**src/rtl/dsf_pkg.sv**
```systemverilog
package dsf_pkg;

    localparam int WORD_W        = 16;
    localparam int DEF_OSR_LOG2  = 8;
    localparam int DEF_FAST_LOG2 = 4;
    localparam int ACC_ORDER     = 3;
    localparam int FAST_ORDER    = 2;

    typedef logic signed [WORD_W-1:0] word_t;

    typedef struct packed {
        logic  stb;
        logic  settled;
        word_t word;
    } acc_out_t;

    typedef enum logic {
        OC_LATCH = 1'b0,
        OC_TIMED = 1'b1
    } oc_mode_e;

    // Clamp a wide signed value into the conversion word range.
    function automatic word_t clamp_word(input logic signed [33:0] v);
        logic signed [33:0] top;
        logic signed [33:0] bot;
        top = (34'sd1 <<< (WORD_W - 1)) - 34'sd1;
        bot = -(34'sd1 <<< (WORD_W - 1));
        if (v > top)      return word_t'(top);
        else if (v < bot) return word_t'(bot);
        else              return word_t'(v);
    endfunction

    // Scale the unsigned ones-count sum and move zero to mid-scale.
    function automatic word_t center_word(input logic [31:0] raw, input int shift);
        logic signed [33:0] v;
        v = $signed({2'b00, raw >> shift}) - (34'sd1 <<< (WORD_W - 1));
        return clamp_word(v);
    endfunction

endpackage

```
**src/rtl/dsf_sinc_core.sv**
```systemverilog
// Generic sinc^ORDER decimator: ORDER integrators at the input rate,
// ORDER differences at the decimated rate. Unsigned wrap-around math.
module dsf_sinc_core #(
    parameter int ORDER = 3,
    parameter int RLOG2 = 8
) (
    input  logic                       clk,
    input  logic                       rst,
    input  logic                       bit_in,
    output logic [ORDER*RLOG2:0]       raw,
    output logic                       tick,
    output logic                       settled
);
    localparam int W  = ORDER * RLOG2 + 1;
    localparam int CW = $clog2(ORDER + 1);

    logic [W-1:0]     integ [ORDER];
    logic [W-1:0]     dly   [ORDER];
    logic [W-1:0]     chain [ORDER+1];
    logic [RLOG2-1:0] phase;
    logic [CW-1:0]    n_out;

    generate
        for (genvar g = 0; g < ORDER; g++) begin : g_integ
            if (g == 0) begin : g_first
                always_ff @(posedge clk) begin
                    if (rst) integ[g] <= '0;
                    else     integ[g] <= integ[g] + {{(W-1){1'b0}}, bit_in};
                end
            end else begin : g_next
                always_ff @(posedge clk) begin
                    if (rst) integ[g] <= '0;
                    else     integ[g] <= integ[g] + integ[g-1];
                end
            end
        end

        assign chain[0] = integ[ORDER-1];

        for (genvar g = 0; g < ORDER; g++) begin : g_comb
            assign chain[g+1] = chain[g] - dly[g];
            always_ff @(posedge clk) begin
                if (rst)       dly[g] <= '0;
                else if (tick) dly[g] <= chain[g];
            end
        end
    endgenerate

    assign tick    = (phase == {RLOG2{1'b1}});
    assign raw     = chain[ORDER];
    assign settled = (n_out == CW'(ORDER));

    always_ff @(posedge clk) begin
        if (rst) begin
            phase <= '0;
            n_out <= '0;
        end else begin
            phase <= phase + 1'b1;
            if (tick && !settled) n_out <= n_out + 1'b1;
        end
    end

endmodule

```
**src/rtl/dsf_oc_monitor.sv**
```systemverilog
module dsf_oc_monitor
    import dsf_pkg::*;
#(
    parameter int VW     = 10,
    parameter int HOLD_W = 8
) (
    input  logic                 clk,
    input  logic                 rst,
    input  logic signed [VW-1:0] val,
    input  logic                 stb,
    input  logic                 armed,
    input  logic signed [VW-1:0] thr_hi,
    input  logic signed [VW-1:0] thr_lo,
    input  logic                 auto_mode,
    input  logic [HOLD_W-1:0]    hold_len,
    input  logic                 clear,
    output logic                 flag
);
    oc_mode_e          mode;
    logic              outside;
    logic              viol;
    logic              calm;
    logic [HOLD_W-1:0] run;
    logic [HOLD_W:0]   run_next;

    assign mode     = oc_mode_e'(auto_mode);
    assign outside  = (val > thr_hi) || (val < thr_lo);
    assign viol     = stb && armed && outside;
    assign calm     = stb && armed && !outside;
    assign run_next = {1'b0, run} + 1'b1;

    always_ff @(posedge clk) begin
        if (rst) begin
            flag <= 1'b0;
            run  <= '0;
        end else if (viol) begin
            flag <= 1'b1;
            run  <= '0;
        end else if (clear) begin
            flag <= 1'b0;
            run  <= '0;
        end else if (mode == OC_TIMED && flag && calm) begin
            if (run_next >= {1'b0, hold_len}) begin
                flag <= 1'b0;
                run  <= '0;
            end else begin
                run <= run_next[HOLD_W-1:0];
            end
        end
    end

endmodule

```
**src/rtl/dsf_dualpath.sv**
```systemverilog
module dsf_dualpath
    import dsf_pkg::*;
#(
    parameter int OSR_LOG2  = DEF_OSR_LOG2,
    parameter int FAST_LOG2 = DEF_FAST_LOG2,
    parameter int HOLD_W    = 8
) (
    input  logic                           clk,
    input  logic                           rst,
    input  logic                           bit_in,
    input  logic signed [2*FAST_LOG2+1:0]  thr_hi,
    input  logic signed [2*FAST_LOG2+1:0]  thr_lo,
    input  logic                           oc_auto,
    input  logic [HOLD_W-1:0]              oc_hold,
    input  logic                           oc_clear,
    output logic signed [WORD_W-1:0]       acc_word,
    output logic                           acc_strobe,
    output logic                           acc_settled,
    output logic signed [2*FAST_LOG2+1:0]  fast_word,
    output logic                           fast_strobe,
    output logic                           oc_flag
);
    localparam int ACC_W    = ACC_ORDER * OSR_LOG2 + 1;
    localparam int FAST_RW  = FAST_ORDER * FAST_LOG2 + 1;
    localparam int FW       = FAST_RW + 1;
    localparam int SHIFT    = ACC_ORDER * OSR_LOG2 - WORD_W;
    localparam int FAST_MID = 1 << (FAST_ORDER * FAST_LOG2 - 1);

    logic [ACC_W-1:0]    acc_raw;
    logic                acc_tick;
    logic                acc_ok;
    logic [FAST_RW-1:0]  fast_raw;
    logic                fast_tick;
    logic                fast_ok;
    logic signed [FW-1:0] fast_val;

    acc_out_t             acc_q;
    logic signed [FW-1:0] fast_q;
    logic                 fast_stb_q;
    logic                 fast_ok_q;

    dsf_sinc_core #(.ORDER(ACC_ORDER), .RLOG2(OSR_LOG2)) u_acc (
        .clk     (clk),
        .rst     (rst),
        .bit_in  (bit_in),
        .raw     (acc_raw),
        .tick    (acc_tick),
        .settled (acc_ok)
    );

    dsf_sinc_core #(.ORDER(FAST_ORDER), .RLOG2(FAST_LOG2)) u_fast (
        .clk     (clk),
        .rst     (rst),
        .bit_in  (bit_in),
        .raw     (fast_raw),
        .tick    (fast_tick),
        .settled (fast_ok)
    );

    assign fast_val = $signed({1'b0, fast_raw}) - $signed(FW'(FAST_MID));

    always_ff @(posedge clk) begin
        if (rst) begin
            acc_q      <= '0;
            fast_q     <= '0;
            fast_stb_q <= 1'b0;
            fast_ok_q  <= 1'b0;
        end else begin
            acc_q.stb  <= acc_tick;
            fast_stb_q <= fast_tick;
            if (acc_tick) begin
                acc_q.word    <= center_word(32'(acc_raw), SHIFT);
                acc_q.settled <= acc_ok;
            end
            if (fast_tick) begin
                fast_q    <= fast_val;
                fast_ok_q <= fast_ok;
            end
        end
    end

    dsf_oc_monitor #(.VW(FW), .HOLD_W(HOLD_W)) u_oc (
        .clk       (clk),
        .rst       (rst),
        .val       (fast_q),
        .stb       (fast_stb_q),
        .armed     (fast_ok_q),
        .thr_hi    (thr_hi),
        .thr_lo    (thr_lo),
        .auto_mode (oc_auto),
        .hold_len  (oc_hold),
        .clear     (oc_clear),
        .flag      (oc_flag)
    );

    assign acc_word    = acc_q.word;
    assign acc_strobe  = acc_q.stb;
    assign acc_settled = acc_q.settled;
    assign fast_word   = fast_q;
    assign fast_strobe = fast_stb_q;

endmodule

```
**config.mk**
```make
export PLATFORM = sky130hd
export DESIGN_NAME = dsf_dualpath
export DESIGN_NICKNAME = d
export VERILOG_FILES = /design/src/rtl/dsf_pkg.sv /design/src/rtl/dsf_sinc_core.sv /design/src/rtl/dsf_oc_monitor.sv /design/src/rtl/dsf_dualpath.sv
export SDC_FILE = /design/constraint.sdc
export NUM_CORES = 1
export LEC_CHECK = 0
export BUFFER_PORTS_ARGS = -buffer_cell sky130_fd_sc_hd__buf_2
export CAP_MARGIN = 10
export CELL_PAD_IN_SITES_DETAIL_PLACEMENT = 0
export CELL_PAD_IN_SITES_GLOBAL_PLACEMENT = 1
export CORE_ASPECT_RATIO = 1.75
export CORE_UTILIZATION = 45
export CTS_BUF_LIST = sky130_fd_sc_hd__clkbuf_8
export DETAILED_ROUTE_END_ITERATION = 12
export PLACE_DENSITY_LB_ADDON = 0.1
export RECOVER_POWER = 50
export SLEW_MARGIN = 20
export SYNTH_ARGS = -nofsm -noshare
export SYNTH_HDL_FRONTEND = slang
export SYNTH_SLANG_ARGS = --single-unit
```
**constraint.sdc**
```tcl
create_clock -name clk -period 9.7 [get_ports clk]
set_input_delay 1.455 -clock clk [delete_from_list [all_inputs] [get_ports clk]]
set_output_delay 1.455 -clock clk [all_outputs]
set_load 0.02 [all_outputs]
```
* Word level (Yosys, flattened, before mapping)
Memories as Yosys holds them, arrays and structs flattened. Cells that the tools add are included.
Word-level totals: bits in registers 55, memory bits (writable) 186, output and inout bits 30, word-level logic and storage cells 93, memories 4
Cells by class: add/subtract/negate cells 17, order comparisons 5, eq/ne operators 4, mux-type cells 26, bitwise operators 10, reductions and logical operators 15
Memory list:
- u_acc.dly | words 3, bits a word 25, rd ports 3, clocked after memory_dff 0, wr ports 3, RTL line dsf_sinc_core.sv:18 | logic [W-1:0] dly [ORDER];
- u_acc.integ | words 3, bits a word 25, rd ports 3, clocked after memory_dff 0, wr ports 3, RTL line dsf_sinc_core.sv:17 | logic [W-1:0] integ [ORDER];
- u_fast.dly | words 2, bits a word 9, rd ports 2, clocked after memory_dff 0, wr ports 2, RTL line dsf_sinc_core.sv:18
- u_fast.integ | words 2, bits a word 9, rd ports 2, clocked after memory_dff 0, wr ports 2, RTL line dsf_sinc_core.sv:17
Operator list (count):
- 25-bit 2-to-1 mux | 6
- 25-bit subtractor | 3
- 25-bit adder | 2
- 9-bit 2-to-1 mux | 4
- 16-bit 2-to-1 mux | 2
- 25-bit by 1-bit adder with 25-bit output | 1
- 18-bit by 16-bit > comparator with 1-bit output (second input constant) | 1
- 18-bit by 16-bit < comparator with 1-bit output (second input constant) | 1
- 17-bit by 16-bit subtractor with 18-bit output (second input constant) | 1
- 9-bit subtractor | 2
- 1-bit 2-to-1 mux | 13
- 10-bit > comparator | 1
- 10-bit < comparator | 1
- 1-bit OR | 10
- 9-bit by 8-bit subtractor with 10-bit output (second input constant) | 1
- 8-bit by 1-bit adder with 9-bit output (second input constant) | 1
- 9-bit by 1-bit adder with 9-bit output | 1
- 9-bit adder | 1
- 9-bit by 8-bit >= comparator with 1-bit output | 1
- 8-bit by 1-bit adder with 8-bit output (second input constant) | 1
- 8-bit equality test (second input constant) | 1
- 8-bit 2-to-1 mux | 1
- 1-bit logical AND | 7
- 3-bit nonzero test | 2
- 8 further kinds | 12

* Logic depth before layout (Yosys ltp)
Gate-level depths: netlist of run 1.
word-level depth 8, depth in mapped cells 34, depth with buffers taken out 34

* By module
Synthesis of run 1 repeated with hierarchy kept, for this count alone.
Second synthesis, totals: cell total of the unflattened synthesis 1763, area total of the unflattened synthesis 16107.9 µm²
Modules (own cells, without submodules):
- dsf_sinc_core (u_acc) | instances 1, cells each 1219, area each 11135.7 µm², seq. area each 3953.8 µm²
- dsf_sinc_core (u_fast) | instances 1, cells each 261, area each 2542.4 µm², seq. area each 1021.0 µm²
- dsf_dualpath | instances 1, cells each 122, area each 1232.4 µm², seq. area each 600.6 µm²
- dsf_oc_monitor | instances 1, cells each 161, area each 1197.4 µm², seq. area each 180.2 µm²

* Least setup slack after synthesis of run 1
Ideal clock, no wire load.
path kind register to register, start point mem u_acc.dly[0][1] (netlist name), end point reg acc_q, in the netlist acc_word[10], setup time 137 ps, arrival 6351 ps, required time 9563 ps, setup slack 3211 ps, stages on the path, launching flop included 33, buffers on the path 1, cells stage by stage edfxtp_1 > inv_1 > ha_1 > nor2b_1 > o21a_1 > or2_2 > a31oi_1 > xnor2_1 > ha_1 > o211ai_1 > a21oi_1 > o41a_1 > a41o_1 > o21ai_0 > o21bai_1 > a21o_1 > a21o_1 > xor2_1 > ha_1 > a21o_1 > a21o_1 > a21oi_1 > o21bai_1 > a21oi_1 > o21ai_0 > o41a_1 > a21oi_1 > xnor3_1 > ha_1 > xnor2_1 > nor2_1 > clkbuf_1 > a211oi_1
RTL lines:
- start, declared | RTL line dsf_sinc_core.sv:18
- end, declared | RTL line dsf_dualpath.sv:37 | acc_out_t acc_q;

==> results_dict.tcl, run 1 <==
set metrics [dict create \
    cts_setup_buffers 0 \
    comb_power_share_pct 18.0 \
    viasPerCell 5.04 \
    power_mw 2.45 \
    ys_seq_area_share_pct 37.5 \
    synth_cells 1686 \
    maxCapViolations 3 \
    crit_family "compound AO/OA/AOI/OAI gates" \
    dieArea_sq_mm 0.0349 \
    crit_end "acc_word[6]$_SDFFE_PP0P_" \
    dp_hpwl_um 21600 \
    cts_tree "done" \
    drv_slew 228 \
    io_pins 63 \
    pwr-share-seq_pct 44.3 \
    synth_edf_count 93 \
    grt_pass1_wl_um 48200 \
    first_pass_iters 4 \
    die_h_um 246 \
    postCtsHoldBufs 0 \
    p_sw_mw 0.670 \
    tns_ns 0 \
    rows 89 \
    crit_type "reg2reg" \
    timing.final.ws_setup_ns 2.28 \
    power_density_mw_per_mm2 145 \
    min-delay-path-class "reg2reg" \
    hold_viol_final 0 \
    violations "capacitance limit, slew limit" \
    cp-start-kind "register" \
    reg2regPathDepth 31 \
    cp.arrival_ns 7.73 \
    worst_slew_pin_slew_ns 4.00 \
    setup_viol 0 \
    synth.avg_cell_area_sq_um 9.10 \
    fin_crit_sh_pct 76.5 \
    sw_frac_of_total_pct 27.3 \
    cts_buffer_depth 3 \
    cp_slowest_cell "nor2_1" \
    drt_iter0_drc 335 \
    place.gp.congestion 0.840 \
    cts_sinks 241 \
    dp.cells 2172 \
    netlist_area_sq_mm 0.0154 \
    peakVddDrop_mv 0.0929 \
    rsz0062_at_grt "no" \
    syn_nets 1908 \
    async_flop_share_pct 0 \
    grt-ovfl-total 0 \
    num_vias 11326 \
    grt_max_degree 92 \
    final_net_count 1981 \
    initial_core_util_pct 45.6 \
    cp-end-kind "register" \
    cts_resized 0 \
    synth.distinct_cells 61 \
    relSlewSlack_pct -167 \
    worstPathMaxFanout 16 \
    skew_ns 0.0277 \
    numCtsBuffers 40 \
    io_buffers 62 \
    clockPowerShare_pct 37.7 \
    synth_warnings 0 \
    fp.coreArea_sq_mm 0.0336 \
    slowest_delay_ns 0.76 \
    cp_num_buf_inv 1 \
    dpl_worst_slack_ns 2.30 \
    cts.root.buffer_cell "clkbuf_8" \
    drive_gt1_share_pct 6.26 \
    r2r_start "u_acc.dly[0][1]$_SDFFCE_PN0P_" \
    outcome "complete, but fails checks" \
    fin_crit_ns 7.42 \
    ys.flop_type "dfxtp_1" \
    rrSetupSlack_ns 2.28 \
    wl_per_cell_um 12.7 \
    ant_nets 0 \
    drc 0 \
    routed_wl_um 28500 \
    clock_latency_ns 0.57 \
    worstPathRequired_ns 10.00 \
    stdcell_count 2246 \
    grt_pass1_vias 10851 \
    yosys_register_bits 241 \
    layout-area-overhead-vs-synth_pct 10.2 \
    htreeDepth 2 \
    clk_pin_slew_worst_paths_ns 0.06 \
    grtUsageTotal_pct 16.8 \
    max_freq_mhz 135 \
    r2r_end "acc_word[6]$_SDFFE_PP0P_" \
    grt_antenna_before_repair 1 \
    worst-path-stages 31 \
    power.leakage_nw 7.59 \
    die_w_um 142 \
    startpoint "u_acc.dly[0][1]$_SDFFCE_PN0P_" \
    internal_power_mw 1.78 \
]
-- state kept, by name, indices dropped and copies added, names as in the netlist --
| name | flops |
|---|---|
| u_fast.n_out | 2 |
| u_acc.dly | 75 |
| u_oc.flag | 1 |
| u_fast.dly | 18 |
| fast_strobe | 1 |
| u_acc.integ | 75 |
| fast_ok_q | 1 |
| u_fast.integ | 18 |
| u_oc.run | 8 |
| acc_settled | 1 |
| u_acc.n_out | 2 |
| acc_strobe | 1 |
| u_acc.phase | 8 |
| u_fast.phase | 4 |
| acc_word | 16 |
| fast_word | 10 |
-- cells by family (layout without fill, tap and decap cells) --
group	after synthesis	count (layout)	synth area share, %
AND/OR/NAND/NOR	540	540	17.6
AO/OA/AOI/OAI	371	371	15.7
adder cells (fa/ha/maj)	189	189	15.7
buffers and inverters	193	297	4.72
multiplexers	2	2	0.139
other	0	1	0
flip-flops	241	241	37.5
XOR/XNOR	150	150	8.65
-- cell type report --
cell class                 instances  area [sq um]
fill                            3332         16700
multi-input combinational       1252          8870
sequential                       241          5760
clock buffer                      49           674
inverter                         160           601
tap                              455           569
timing repair buffer              64           283
clock inverter                    24           154
antenna                            1          2.50
-- through the flow --
step | cell area (sq um) | hold slack (ns) | util [%]
6_report | 16900 | 0.443 | 50.3
5_1_grt | 16900 | 0.462 | 50.3
4_1_cts | 17000 | 0.450 | 50.4
3_5_place_dp | 16100 | 0.435 | 48.0
3_3_place_gp | 16100 | 0.428 | 48.0
2_1_floorplan | 15400 | 0.418 | -
-- worst min-delay path by stage --
stage,from,to,slack [ns],depth (start not counted)
CTS,u_fast.phase[0]$_SDFF_PP0_,u_fast.phase[0]$_SDFF_PP0_,0.45,1
global route,u_fast.phase[0]$_SDFF_PP0_,u_fast.phase[0]$_SDFF_PP0_,0.46,1
floorplan,u_fast.phase[0]$_SDFF_PP0_,u_fast.phase[0]$_SDFF_PP0_,0.42,1
finish,u_fast.phase[0]$_SDFF_PP0_,u_fast.phase[0]$_SDFF_PP0_,0.44,1
global placement,u_fast.phase[0]$_SDFF_PP0_,u_fast.phase[0]$_SDFF_PP0_,0.43,1
detailed placement,u_fast.phase[0]$_SDFF_PP0_,u_fast.phase[0]$_SDFF_PP0_,0.44,1
-- power by group through the flow --
| stage | clock network (mW) | registers, mW | logic, mW |
|---|---|---|---|
| 2_1_floorplan | 0 | 1.10 | 0.355 |
| 3_3_place_gp | 0 | 1.11 | 0.442 |
| 3_5_place_dp | 0 | 1.11 | 0.448 |
| 4_1_cts | 0.967 | 1.09 | 0.450 |
| 5_1_grt | 0.998 | 1.09 | 0.508 |
| 6_report | 0.925 | 1.09 | 0.440 |
-- synth_stat cells (13+ instances only) --
master | n | area, sq um
a211oi_1 | 32 | 240
a21o_1 | 58 | 435
a21oi_1 | 106 | 531
a31oi_1 | 13 | 81.3
and2_1 | 89 | 557
and3_1 | 20 | 125
clkbuf_1 | 29 | 109
dfxtp_1 | 148 | 2960
edfxtp_1 | 93 | 2790
ha_1 | 182 | 2280
inv_1 | 160 | 601
nand2_1 | 73 | 274
nand2b_1 | 22 | 138
nand3_1 | 34 | 170
nand4_1 | 18 | 113
nor2_1 | 188 | 706
nor2b_1 | 36 | 225
nor3_1 | 21 | 105
o21a_1 | 26 | 195
o21ai_0 | 67 | 335
o21bai_1 | 17 | 128
xnor2_1 | 84 | 736
xor2_1 | 65 | 569
-- routing by layer --
layer / vias up / track usage [%] / share of wire, %
li1: 6026 / - / -
met1: 5147 / 18.0 / 43
met2: 102 / 32.0 / 52
met3: 51 / 2.64 / 2.7
met4: 0 / 7.15 / 3.0
met5: - / 0 / 0
-- cell usage in the layout (no fill, tap or decap), types with 3 or more instances in the layout --
master,instances
or3_1,11
a21boi_0,3
o41ai_1,4
o31ai_1,4
edfxtp_1,93
a211oi_1,32
o21ai_0,67
xnor2_1,84
nand2_1,73
nor3_1,21
nand2b_1,22
ha_1,182
clkbuf_8,49
nand3_1,34
dfxtp_1,148
fa_1,7
and2_1,89
a22oi_1,3
and3_1,20
clkbuf_1,32
nor2b_1,36
inv_1,169
a211o_1,3
nor2_1,188
clkinv_1,7
a41oi_1,3
or2_2,10
o211ai_1,11
buf_2,31
o21bai_1,17
a21o_1,58
or3b_2,4
a21oi_1,106
clkinv_2,5
o21a_1,26
xor2_1,65
nand4_1,18
a31oi_1,13
o21ba_2,3
and4_1,5
Power figures use the tool's default switching activity.
==> inputs of run 2 (changes only) <==
==> constraint.sdc (replaced) <==
create_clock -name clk -period 6.9 [get_ports clk]
set_input_delay 1.035 -clock clk [delete_from_list [all_inputs] [get_ports clk]]
set_output_delay 1.035 -clock clk [all_outputs]
set_load 0.02 [all_outputs]
==> results_dict.tcl, run 2 (same netlist as run 1, synthesis figures left out) <==
set metrics [dict create \
    outcome "complete, but fails checks" \
    violations "capacitance limit, slew limit" \
    worst-path-stages 33 \
    grt_pass1_wl_um 49000 \
    ant_nets 0 \
    peakVddDrop_mv 0.104 \
    cts_sinks 241 \
    grtUsageTotal_pct 17.1 \
    numCtsBuffers 37 \
    layout-area-overhead-vs-synth_pct 11.2 \
    io_pins 63 \
    clk_pin_slew_worst_paths_ns 0.07 \
    cp-start-kind "register" \
    worstPathMaxFanout 16 \
    rows 89 \
    cts.root.buffer_cell "clkbuf_8" \
    drive_gt1_share_pct 7.94 \
    clock_latency_ns 0.56 \
    skew_ns 0.0289 \
    dp_hpwl_um 22000 \
    crit_type "reg2reg" \
    cts_tree "done" \
    die_h_um 246 \
    cts_buffer_depth 3 \
    stdcell_count 2270 \
    num_vias 11366 \
    dieArea_sq_mm 0.0349 \
    cp_slowest_cell "o41a_1" \
    drc 0 \
    cp-end-kind "register" \
    initial_core_util_pct 45.6 \
    power.leakage_nw 7.69 \
    fin_crit_sh_pct 94.6 \
    reg2regPathDepth 33 \
    grt_max_degree 76 \
    top_regs "u_acc.dly x75, u_acc.integ x75" \
    io_buffers 62 \
    cp_num_buf_inv 2 \
    holdPathStages 1 \
    fp.coreArea_sq_mm 0.0336 \
    dp.cells 2200 \
    power_density_mw_per_mm2 197 \
    wl_per_cell_um 12.7 \
    cp.arrival_ns 6.96 \
    die_w_um 142 \
    layout_common_cells "187 x nor2_1, 182 x ha_1, 175 x inv_1" \
    maxCapViolations 3 \
    crit_family "compound AO/OA/AOI/OAI gates" \
    worst_slew_pin_slew_ns 3.48 \
    grt_antenna_before_repair 1 \
    final_common_cell "nor2_1" \
    setup_viol 0 \
    hold_viol_final 0 \
    min-delay-path-class "reg2reg" \
    grt-ovfl-total 0 \
    place.gp.congestion 0.852 \
    final_net_count 2007 \
    drt_iter0_drc 335 \
    fin_crit_ns 6.53 \
    max_freq_mhz 153 \
    viasPerCell 5.01 \
    timing.hold.ws_ns 0.451 \
    drv_slew 194 \
    htreeDepth 2 \
    routed_wl_um 28900 \
    first_pass_iters 4 \
    grt_pass1_vias 10994 \
    postCtsHoldBufs 0 \
    slowest_delay_ns 0.41 \
    relSlewSlack_pct -132 \
    worstPathRequired_ns 7.34 \
]
## run 2: power breakdown
part | leakage, nW | internal (mW) | total [mW] | switching, mW
Combinational | 5.13 | 0.315 | 0.677 | 0.362
Clock | 0.412 | 0.579 | 1.15 | 0.573
Sequential | 2.15 | 1.51 | 1.53 | 0.0176
Total | 7.69 | 2.40 | 3.36 | 0.953
## run 2: per-layer routing
| layer | up-vias | global-route usage [%] | part of all wire (%) |
|---|---|---|---|
| met5 | - | 0 | 0 |
| met4 | 0 | 7.02 | 3.2 |
| met3 | 58 | 2.62 | 2.6 |
| met2 | 100 | 32.7 | 52 |
| met1 | 5145 | 18.3 | 42 |
| li1 | 6063 | - | - |
## run 2: repair_timing
item | CTS | global route
resized for setup | 2 | 14
buffers inserted | 0 | 1
endpoints found under the setup margin | 16 | 16
pin swaps | 0 | 3
## run 2: per-stage QoR
stage / util, % / TNS [ns] / setup slack, ns / area (sq um) / power [mW]
3_3_place_gp: 48.6 / -2.17 / -0.143 / 16300 / 2.21
6_report: 50.8 / 0 / 0.371 / 17100 / 3.36
4_1_cts: 50.7 / 0 / 0.180 / 17100 / 3.41
5_1_grt: 50.8 / -0.174 / -0.0447 / 17100 / 3.58
3_5_place_dp: 48.6 / -4.62 / -0.302 / 16300 / 2.23
2_1_floorplan: - / 0 / 0.411 / 15400 / 2.05
## run 2: cell type report
cell class,instances,area [sq um]
Antenna cell,1,2.50
Clock buffer,40,551
Clock inverter,28,156
Fill cell,3354,16600
Inverter,160,601
Multi-Input combinational cell,1252,8930
Sequential cell,241,5760
Tap cell,455,569
Timing Repair Buffer,93,513
## run 2: path summary, 6_finish.rpt
check | endpoint | slack (ns) | start
worst min register to register | u_fast.phase[0]$_SDFF_PP0_ | 0.45 | u_fast.phase[0]$_SDFF_PP0_
worst min-delay path | u_fast.phase[0]$_SDFF_PP0_ | 0.45 | u_fast.phase[0]$_SDFF_PP0_
worst max register to register | acc_word[15]$_SDFFE_PP0P_ | 0.37 | u_acc.dly[0][1]$_SDFFCE_PN0P_
worst max-delay path | acc_word[15]$_SDFFE_PP0P_ | 0.37 | u_acc.dly[0][1]$_SDFFCE_PN0P_
==> inputs of run 3 (changes only) <==
--- a/config.mk
+++ b/config.mk
@@ -5,7 +5,6 @@
 export SDC_FILE = /design/constraint.sdc
 export NUM_CORES = 1
 export LEC_CHECK = 0
-export BUFFER_PORTS_ARGS = -buffer_cell sky130_fd_sc_hd__buf_2
 export CAP_MARGIN = 10
 export CELL_PAD_IN_SITES_DETAIL_PLACEMENT = 0
 export CELL_PAD_IN_SITES_GLOBAL_PLACEMENT = 1
@@ -13,6 +12,7 @@
 export CORE_UTILIZATION = 45
 export CTS_BUF_LIST = sky130_fd_sc_hd__clkbuf_8
 export DETAILED_ROUTE_END_ITERATION = 12
+export DONT_BUFFER_PORTS = 1
 export PLACE_DENSITY_LB_ADDON = 0.1
 export RECOVER_POWER = 50
 export SLEW_MARGIN = 20
==> constraint.sdc (replaced) <==
create_clock -name clk -period 6.2 [get_ports clk]
set_input_delay 0.93 -clock clk [delete_from_list [all_inputs] [get_ports clk]]
set_output_delay 0.93 -clock clk [all_outputs]
set_load 0.02 [all_outputs]
==> results_dict.tcl, run 3 (same netlist as run 1, synthesis figures left out) <==
set metrics [dict create \
    first_pass_iters 4 \
    dpl_worst_slack_ns -0.376 \
    wl_per_cell_um 12.9 \
    htreeDepth 2 \
    numCtsBuffers 39 \
    violations "setup timing" \
    fp.coreArea_sq_mm 0.0336 \
    outcome "complete, but fails checks" \
    min-delay-path-class "reg2reg" \
    grt_pass1_vias 11472 \
    setup_viol 2 \
    worst_slew_pin_slew_ns 1.02 \
    timing.final.ws_setup_ns -0.000853 \
    power.leakage_nw 7.92 \
    busiest_layer "met2" \
    die_w_um 142 \
    clock_latency_ns 0.56 \
    top_regs "u_acc.dly x75, u_acc.integ x75" \
    max_freq_mhz 161 \
    final_common_cell "nor2_1" \
    grtUsageMet1_pct 18.9 \
    cts.root.buffer_cell "clkbuf_8" \
    place.gp.congestion 0.823 \
    worstPathRequired_ns 6.67 \
    rsz0062_at_grt "yes" \
    grtUsageTotal_pct 17.5 \
    ff_latch_area_sq_mm 0.00576 \
    slowest_delay_ns 0.40 \
    cts_buffer_depth 3 \
    cp-end-kind "register" \
    hold_viol_final 0 \
    initial_core_util_pct 45.6 \
    cts_sinks 241 \
    ant_nets 0 \
    n_fill_cell 3278 \
    grt_pass1_wl_um 50500 \
    io_buffers 0 \
    postCtsHoldBufs 0 \
    skew_ns 0.0223 \
    routed_wl_um 29300 \
    cts_tree "done" \
    viasPerCell 5.05 \
    clk_pin_slew_worst_paths_ns 0.06 \
    cp.arrival_ns 6.67 \
    layout-area-overhead-vs-synth_pct 13.9 \
    num_antenna_cells 0 \
    dp_hpwl_um 21800 \
    grt_max_degree 150 \
    crit_type "reg2reg" \
    layout_common_cells "187 x nor2_1, 178 x ha_1, 172 x inv_1" \
    cp_slowest_cell "edfxtp_1" \
    drv_slew 0 \
    num_vias 11498 \
    grt_use_met3_pct 2.60 \
    drive_gt1_share_pct 11.3 \
    drc 0 \
    crit_top_cell "a21o_1" \
    drt_iter0_drc 287 \
    grt-ovfl-total 0 \
    grt_antenna_before_repair 0 \
    cp-start-kind "register" \
    relSlewSlack_pct 31.8 \
    rows 89 \
    timing.hold.ws_ns 0.448 \
    multiInputGateArea_sq_mm 0.00906 \
    die_h_um 246 \
    dieArea_sq_mm 0.0349 \
    maxCapViolations 0 \
    fin_crit_sh_pct 100 \
    io_pins 63 \
    fin_crit_ns 6.20 \
    final_net_count 2017 \
    peakVddDrop_mv 0.129 \
    power_density_mw_per_mm2 217 \
    met2_usage_pct 33.8 \
    worstPathMaxFanout 8 \
]
run 3: changes by cell type in the layout (fill, tap and decap cells not counted), sizes merged:
cell | previous run | this run
clkinv | 8 | 12
buf | 61 | 97
clkinvlp | 3 | 1
bufinv | 1 | 0
clkbuf | 72 | 47
diode | 1 | 0
inv | 176 | 173
run 3: cell type report:
type	instances	share of cell area [%]
multi-input cells	1252	51.9
repair buffers	101	4.51
inverters	160	3.44
well taps	455	3.26
clock buffers	43	3.39
flip-flops and latches	241	32.9
clock inverters	26	0.616
run 3: routing by layer:
metal  part of all wire (%)  vias to the layer above
met1                     42                     5284
met5                      0                        -
li1                       -                     6072
met2                     53                       95
met3                    2.5                       47
met4                    2.6                        0
run 3: final timing paths:
kind	start	endpoint	slack, ns	depth (start not counted)
setup / recovery	u_acc.dly[0][1]$_SDFFCE_PN0P_	acc_word[6]$_SDFFE_PP0P_	-0.0009	32
hold / removal	u_fast.phase[0]$_SDFF_PP0_	u_fast.phase[0]$_SDFF_PP0_	0.45	1
setup reg to reg	u_acc.dly[0][1]$_SDFFCE_PN0P_	acc_word[6]$_SDFFE_PP0P_	-0.0009	32
hold reg to reg	u_fast.phase[0]$_SDFF_PP0_	u_fast.phase[0]$_SDFF_PP0_	0.45	1
run 3: what timing repair did:
item                                    4_1_cts  5_1_grt
gates cloned                                  0        1
hold endpoints to repair                      0        0
buffers inserted                              3        4
gates resized for setup                      13       27
endpoints found under the setup margin       16       16
pin swaps                                     8        8
run 3: critical path, delay by kind of cell, from the launching register on:
family | cells | cell delay (ns)
AOI/OAI and AO/OA | 18 | 3.16
xor gates and xnor gates | 4 | 0.77
adders and majority gates | 4 | 0.99
DFF | 1 | 0.40
and+or+nand+nor | 3 | 0.44
buffers and inverters | 3 | 0.38
run 3: per-stage QoR:
stage | power, mW | util [%] | TNS (ns) | std cells | instance area (sq um)
after detailed placement | 2.52 | 49.1 | -5.86 | 2201 | 16500
after global routing | 4.04 | 52.0 | -6.00 | 2278 | 17500
after global placement | 2.50 | 49.1 | -5.15 | 2201 | 16500
after floorplan | 2.29 | - | 0 | 1686 | 15400
after CTS | 3.84 | 51.5 | -0.00145 | 2273 | 17300
final | 3.79 | 52.0 | -0.00141 | 2278 | 17500
run 3: report_power, final:
group / total [mW] / switching, mW / internal [mW]
clock: 1.26 / 0.628 / 0.636
sequential: 1.70 / 0.0195 / 1.68
combinational: 0.825 / 0.411 / 0.414
total: 3.79 / 1.06 / 2.73
